### config.mk
export PLATFORM = sky130hd
export DESIGN_NAME = md_unit
export DESIGN_NICKNAME = d
export VERILOG_FILES = /design/src/rtl/md_pkg.sv /design/src/rtl/md_sign_prep.sv /design/src/rtl/md_mul_core.sv /design/src/rtl/md_div_core.sv /design/src/rtl/md_unit.sv
export SDC_FILE = /design/constraint.sdc
export NUM_CORES = 1
export LEC_CHECK = 0
export CORE_ASPECT_RATIO = 1.1
export CORE_UTILIZATION = 40
export DETAILED_ROUTE_END_ITERATION = 8
export GPL_TIMING_DRIVEN = 0
export PLACE_DENSITY = 0.6
export SLEW_MARGIN = 20
export SYNTH_ARGS = -nofsm -noshare
export SYNTH_HDL_FRONTEND = slang
export SYNTH_SLANG_ARGS = --single-unit
### constraint.sdc
create_clock -name clk -period 4.2 [get_ports clk]
set_input_delay 0.42 -clock clk [delete_from_list [all_inputs] [get_ports clk]]
set_output_delay 0.42 -clock clk [all_outputs]
set_load 0.005 [all_outputs]
### src/rtl/md_pkg.sv
package md_pkg;
  typedef enum logic [1:0] {
    MD_MUL_S = 2'b00,
    MD_MUL_U = 2'b01,
    MD_DIV_S = 2'b10,
    MD_DIV_U = 2'b11
  } md_op_e;

  typedef enum logic [1:0] {
    ST_IDLE = 2'd0,
    ST_RUN  = 2'd1,
    ST_FIN  = 2'd2
  } md_state_e;
endpackage

### src/rtl/md_sign_prep.sv
module md_sign_prep
  import md_pkg::*;
#(
  parameter int W = 32
) (
  input  md_op_e       op_i,
  input  logic [W-1:0] a_i,
  input  logic [W-1:0] b_i,
  output logic [W-1:0] mag_a_o,
  output logic [W-1:0] mag_b_o,
  output logic         neg_res_o,
  output logic         neg_rem_o,
  output logic         is_div_o
);
  logic is_signed;
  logic a_neg;
  logic b_neg;

  always_comb begin
    is_signed = (op_i == MD_MUL_S) || (op_i == MD_DIV_S);
    is_div_o  = (op_i == MD_DIV_S) || (op_i == MD_DIV_U);
    a_neg     = is_signed && a_i[W-1];
    b_neg     = is_signed && b_i[W-1];
    mag_a_o   = a_neg ? (~a_i + 1'b1) : a_i;
    mag_b_o   = b_neg ? (~b_i + 1'b1) : b_i;
    neg_res_o = a_neg ^ b_neg;
    neg_rem_o = a_neg;
  end
endmodule

### src/rtl/md_mul_core.sv
module md_mul_core #(
  parameter int W = 32
) (
  input  logic           clk,
  input  logic           rst,
  input  logic           load_i,
  input  logic           step_i,
  input  logic [W-1:0]   mcand_i,
  input  logic [W-1:0]   mplier_i,
  output logic [2*W-1:0] prod_o
);
  logic [W-1:0] mcand_q;
  logic [W-1:0] acc_q;
  logic [W-1:0] mq_q;
  logic [W:0]   sum;

  always_comb begin
    sum = {1'b0, acc_q} + (mq_q[0] ? {1'b0, mcand_q} : '0);
  end

  always_ff @(posedge clk) begin
    if (rst) begin
      mcand_q <= '0;
      acc_q   <= '0;
      mq_q    <= '0;
    end else if (load_i) begin
      mcand_q <= mcand_i;
      acc_q   <= '0;
      mq_q    <= mplier_i;
    end else if (step_i) begin
      acc_q <= sum[W:1];
      mq_q  <= {sum[0], mq_q[W-1:1]};
    end
  end

  assign prod_o = {acc_q, mq_q};
endmodule

### src/rtl/md_div_core.sv
module md_div_core #(
  parameter int W = 32
) (
  input  logic         clk,
  input  logic         rst,
  input  logic         load_i,
  input  logic         step_i,
  input  logic [W-1:0] dvnd_i,
  input  logic [W-1:0] dvsr_i,
  output logic [W-1:0] quo_o,
  output logic [W-1:0] rem_o
);
  logic [W-1:0] dvsr_q;
  logic [W-1:0] rem_q;
  logic [W-1:0] quo_q;
  logic [W:0]   shifted;
  logic [W+1:0] diff;
  logic         fits;

  always_comb begin
    shifted = {rem_q, quo_q[W-1]};
    diff    = {1'b0, shifted} - {2'b00, dvsr_q};
    fits    = !diff[W+1];
  end

  always_ff @(posedge clk) begin
    if (rst) begin
      dvsr_q <= '0;
      rem_q  <= '0;
      quo_q  <= '0;
    end else if (load_i) begin
      dvsr_q <= dvsr_i;
      rem_q  <= '0;
      quo_q  <= dvnd_i;
    end else if (step_i) begin
      if (fits) begin
        rem_q <= diff[W-1:0];
        quo_q <= {quo_q[W-2:0], 1'b1};
      end else begin
        rem_q <= shifted[W-1:0];
        quo_q <= {quo_q[W-2:0], 1'b0};
      end
    end
  end

  assign quo_o = quo_q;
  assign rem_o = rem_q;

  // restoring invariant: partial remainder stays below a nonzero divisor
  assert_rem_below_divisor_R5: assert property (@(posedge clk) disable iff (rst)
    (dvsr_q != '0) |-> (rem_q < dvsr_q));
endmodule

### src/rtl/md_unit.sv
module md_unit
  import md_pkg::*;
#(
  parameter int W = 32
) (
  input  logic         clk,
  input  logic         rst,
  input  logic         start_i,
  input  logic [1:0]   op_i,
  input  logic [W-1:0] src_a_i,
  input  logic [W-1:0] src_b_i,
  output logic         busy_o,
  output logic [W-1:0] hi_o,
  output logic [W-1:0] lo_o
);
  localparam int CW = (W > 1) ? $clog2(W) : 1;
  localparam logic [CW-1:0] LAST = CW'(W - 1);

  md_state_e     state_q;
  logic [CW-1:0] cnt_q;
  logic          busy_q;
  logic [W-1:0]  hi_q;
  logic [W-1:0]  lo_q;
  logic          neg_res_q;
  logic          neg_rem_q;
  logic          is_div_q;
  logic          div0_q;
  logic [W-1:0]  dvnd_raw_q;

  logic [W-1:0]   mag_a;
  logic [W-1:0]   mag_b;
  logic           neg_res;
  logic           neg_rem;
  logic           is_div;
  logic           accept;
  logic           step;
  logic [2*W-1:0] prod;
  logic [W-1:0]   quo;
  logic [W-1:0]   rem;
  logic [2*W-1:0] prod_fix;
  logic [W-1:0]   quo_fix;
  logic [W-1:0]   rem_fix;

  md_sign_prep #(.W(W)) u_prep (
    .op_i      (md_op_e'(op_i)),
    .a_i       (src_a_i),
    .b_i       (src_b_i),
    .mag_a_o   (mag_a),
    .mag_b_o   (mag_b),
    .neg_res_o (neg_res),
    .neg_rem_o (neg_rem),
    .is_div_o  (is_div)
  );

  assign accept = start_i && (state_q == ST_IDLE);
  assign step   = (state_q == ST_RUN);

  md_mul_core #(.W(W)) u_mul (
    .clk      (clk),
    .rst      (rst),
    .load_i   (accept),
    .step_i   (step),
    .mcand_i  (mag_a),
    .mplier_i (mag_b),
    .prod_o   (prod)
  );

  md_div_core #(.W(W)) u_div (
    .clk    (clk),
    .rst    (rst),
    .load_i (accept),
    .step_i (step),
    .dvnd_i (mag_a),
    .dvsr_i (mag_b),
    .quo_o  (quo),
    .rem_o  (rem)
  );

  always_comb begin
    prod_fix = neg_res_q ? (~prod + 1'b1) : prod;
    quo_fix  = neg_res_q ? (~quo + 1'b1) : quo;
    rem_fix  = neg_rem_q ? (~rem + 1'b1) : rem;
  end

  always_ff @(posedge clk) begin
    if (rst) begin
      state_q    <= ST_IDLE;
      cnt_q      <= '0;
      busy_q     <= 1'b0;
      hi_q       <= '0;
      lo_q       <= '0;
      neg_res_q  <= 1'b0;
      neg_rem_q  <= 1'b0;
      is_div_q   <= 1'b0;
      div0_q     <= 1'b0;
      dvnd_raw_q <= '0;
    end else begin
      unique case (state_q)
        ST_IDLE: begin
          if (accept) begin
            state_q    <= ST_RUN;
            cnt_q      <= '0;
            busy_q     <= 1'b1;
            neg_res_q  <= neg_res;
            neg_rem_q  <= neg_rem;
            is_div_q   <= is_div;
            div0_q     <= (src_b_i == '0);
            dvnd_raw_q <= src_a_i;
          end
        end
        ST_RUN: begin
          cnt_q <= cnt_q + 1'b1;
          if (cnt_q == LAST) state_q <= ST_FIN;
        end
        ST_FIN: begin
          if (!is_div_q) begin
            hi_q <= prod_fix[2*W-1:W];
            lo_q <= prod_fix[W-1:0];
          end else if (div0_q) begin
            hi_q <= dvnd_raw_q;
            lo_q <= '1;
          end else begin
            hi_q <= rem_fix;
            lo_q <= quo_fix;
          end
          busy_q  <= 1'b0;
          state_q <= ST_IDLE;
        end
        default: state_q <= ST_IDLE;
      endcase
    end
  end

  assign busy_o = busy_q;
  assign hi_o   = hi_q;
  assign lo_o   = lo_q;

  assert_busy_rise_R7: assert property (@(posedge clk) disable iff (rst)
    (start_i && !busy_o) |=> busy_o);

  assert_busy_drop_R7: assert property (@(posedge clk) disable iff (rst)
    (state_q == ST_FIN) |=> !busy_o);

  assert_count_advance_R7: assert property (@(posedge clk) disable iff (rst)
    (state_q == ST_RUN && cnt_q != LAST) |=> (state_q == ST_RUN && cnt_q == $past(cnt_q) + 1'b1));

  assert_hold_while_running_R8: assert property (@(posedge clk) disable iff (rst)
    (state_q == ST_RUN) |=> ($stable(hi_o) && $stable(lo_o) && busy_o));

  assert_hold_while_idle_R9: assert property (@(posedge clk) disable iff (rst)
    (state_q == ST_IDLE && !start_i) |=> ($stable(hi_o) && $stable(lo_o)));
endmodule

==> results.env <==
FOOTPRINT_OF_THE_MULTI_INPUT_GATES_UM2=12100
SYN-INSTANCE-COUNT=2440
WL_MM=83.5
CRITPATHREQUIREDTIME_PS=4630
WORST_IR_DROP_VDD_uV=235
SYN_AVG_CELL_AREA_UM2=7.76
CLOCK.FMAX_MHz=257
GRT_START_MAX_NET_PINS=14
MAX_CAP_VIOLATIONS=0
YOSYSTOPAREACELLSHARE=0.316
GLOBAL_ROUTE.USAGE.TOTAL=0.340
SLEW_HEADROOM=0.237
REPORT.FINAL.SETUP_VIOL=0
REMAINING_DRC_ERRORS=0
AREA.GROWTH.SYNTH_TO_FINAL_PCT=17.4
PORTBUFFERS=132
CRIT_PATH_END_KIND='register'
FINALNETCOUNT=2754
SYNTH.TOP_CELLS.BY_COUNT='310 x nand2_1, 299 x dfxtp_1, 270 x a21oi_1, 185 x o21ai_0, 144 x nor2_1'
FINAL_UTIL=0.475
INITIAL_UTILIZATION=0.405
SLEW_VIOLATIONS=0
CTS-HTREE-LEVELS=2
CRITICAL_PATH.STARTPOINT_TYPE='register'
SYNTH.AREA.TOP_CELLS='dfxtp_1 32%, a21oi_1 7.1%, xnor2_1 6.2%, nand2_1 6.1%, o21ai_0 4.9%'
SYNTH.DISTINCT_CELLS=72
SYNTH-SEQ-CELLS=299
NUMCTSBUFFERS=37
CRITICAL_PATH_ARRIVAL_PS=4310
CORE_AREA_UM2=46700
DESIGN.PORTCOUNT=134
FINAL.SETUP.WORST_SLACK_PS=316
TRITONCTS='yes'
POST-SYNTH-TOP-COUNT-CELL='nand2_1'
CHIPWIDTH_UM=209
POST_DRT_VIA_CELL_RATIO=6.09
YS_WARN_COUNT=0
LAYOUT-DRIVE-GT1-SHARE=0.0341
DRT-WIRELENGTH-PER-CELL_UM=25.8
SYNTH_AREA_LEADER_CELL='dfxtp_1'
FIRST_PASS_ITERS=6
DIE-HEIGHT_UM=230
PLACE_CONGESTION=0.975
HOLDBUFCOUNTCTS=0
POST_LAYOUT_NONFILLER_INSTANCES=3232
POSTSYNTHNETCOUNT=2582
STATIC-LEAKAGE-POWER_uW=0.00821
CRIT_TYPE='reg -> reg'
POSTCTSSETUPREPAIRBUFS=0
NUMBER_OF_ROWS_CREATED_AT_FLOORPLAN=83
CLOCK-SINKS=299
GRT_PASS1_VIAS=18400
TIGHTEST_SLEW_PS=1150
STATUS='finished clean'
YOSYSSEQAREASHARE=0.316
ANTENNADIODECOUNT=0
CLK_LATENCY_WORST_SKEW_PAIR_PS=580
N_FILL_CELL=4687
GRT_OVERFLOW=0
RSZ0062_AT_GRT='no'
CTS-ROOT-TO-SINK-BUFFERS=3
SYN-CELL-AREA_UM2=18900
DP_WORST_SETUP_SLACK_PS=-88.3
POST_SYNTH_EDFFS=0
DIE-AREA_UM2=48200
HOLD_PATH.CLASS='reg -> reg'
POST_CTS_RESIZED=0
WORSTPATHMAXFANOUT=8
REGISTER_AREA_UM2=5990
CLK_PIN_SLEW_WORST_PATHS_PS=60
VIAS=19700
ANT_NETS=0
HPWL_MM=65.7
CTS_ROOT_BUFFER='clkbuf_16'
POWER_DENSITY_nW_PER_UM2=377
YS.FLOP_TYPE='dfxtp_1'
GRT_PASS1_WL_MM=121
FIRST_ITER_VIOLATIONS=2152
YS_ASYNC_SR_FRACTION=0
PLACEDCELLCOUNT=3168
FINAL_PERIOD_DEMAND_OF_THE_WORST_PATH_PS=3880
ANTENNA_FOUND_INITIAL=0
SKEW_FINAL_PS=44.8
FINAL_HOLD_VIOL_COUNT=0
FINAL_MIN_PERIOD_OVER_CLOCK_PERIOD=0.925
[metrics by stage]
step	total power, µW	hold slack, ps	setup TNS (ps)	cell area [µm²]
2_1_floorplan	4410	414	0	18900
3_3_place_gp	5110	426	-2110	21000
3_5_place_dp	5130	430	-340	21000
4_1_cts	8350	439	0	22200
5_1_grt	8680	454	0	22200
6_report	8380	437	0	22200
[report_power, final]
part	internal [µW]	leakage, µW	total, µW	switching (µW)
Combinational	684	0.00518	1950	1270
Sequential	2990	0.00245	3180	187
Clock	1900	0.000588	3250	1350
Total	5580	0.00821	8380	2800
[layout make-up]
class                           count  area share
Multi-Input combinational cell   1920       0.546
Sequential cell                   299       0.269
Timing Repair Buffer              133      0.0598
Clock buffer                       54      0.0482
Tap cell                          595      0.0335
Buffer                            156      0.0269
Inverter                           65      0.0110
Clock inverter                     10     0.00563
[flip-flops by register name, summed over array words and instances (netlist names)]
signal         flops
u_div.rem_o       32
cnt_q              5
lo_o              32
u_mul.acc_q       32
neg_rem_q          1
u_div.quo_o       32
is_div_q           1
state_q            2
u_div.dvsr_q      32
busy_o             1
div0_q             1
u_mul.mq_q        32
dvnd_raw_q        31
u_mul.mcand_q     32
hi_o              32
neg_res_q          1
[per-layer routing]
metal	global-route usage	share of wire
met1	0.432	0.41
met2	0.544	0.45
met3	0.0570	0.076
met4	0.190	0.057
met5	0	0
[critical path, stage by stage (launching register included)]
cell and delay (ps):
dfxtp_1 400, or4_4 570, or3_4 350, or4b_4 490, buf_6 150, or3_1 330
clkbuf_1 210, or2_1 380, o21ai_0 230, xnor2_1 110, a21oi_1 430, nor3_1 90
[logic make-up after synthesis]
logic type	after synthesis	synth area share
AO/OA/AOI/OAI	800	0.264
XOR/XNOR	212	0.0981
adder cells (fa/ha/maj)	73	0.0490
buffers and inverters	221	0.0444
flip-flops	299	0.316
multiplexers	62	0.0331
AND/OR/NAND/NOR	773	0.195
[worst paths after layout]
| path | startpoint | end | slack, ps | depth (start not counted) |
|---|---|---|---|---|
| worst max-delay path | u_mul.mq_q[14] | hi_o[16] | 320 | 11 |
| worst min-delay path | u_mul.mcand_q[19] | u_mul.mcand_q[19] | 440 | 2 |
| worst max register to register | u_mul.mq_q[14] | hi_o[16] | 320 | 11 |
| worst min register to register | u_mul.mcand_q[19] | u_mul.mcand_q[19] | 440 | 2 |
[cells in the final DEF, fill, tap and decap left out, drive strengths merged, types with 66 or more instances in the layout]
| cell | Yosys | routed |
|---|---|---|
| xor2 | 78 | 78 |
| xnor2 | 134 | 134 |
| clkdlybuf4s50 | 0 | 132 |
| clkbuf | 137 | 191 |
| nor2 | 144 | 144 |
| dfxtp | 299 | 299 |
| a21oi | 270 | 270 |
| nand2 | 310 | 310 |
| inv | 65 | 66 |
| a21boi | 67 | 67 |
| o21ai | 188 | 188 |
| ha | 71 | 71 |
Note: power is estimated with default switching activity, not from simulation.
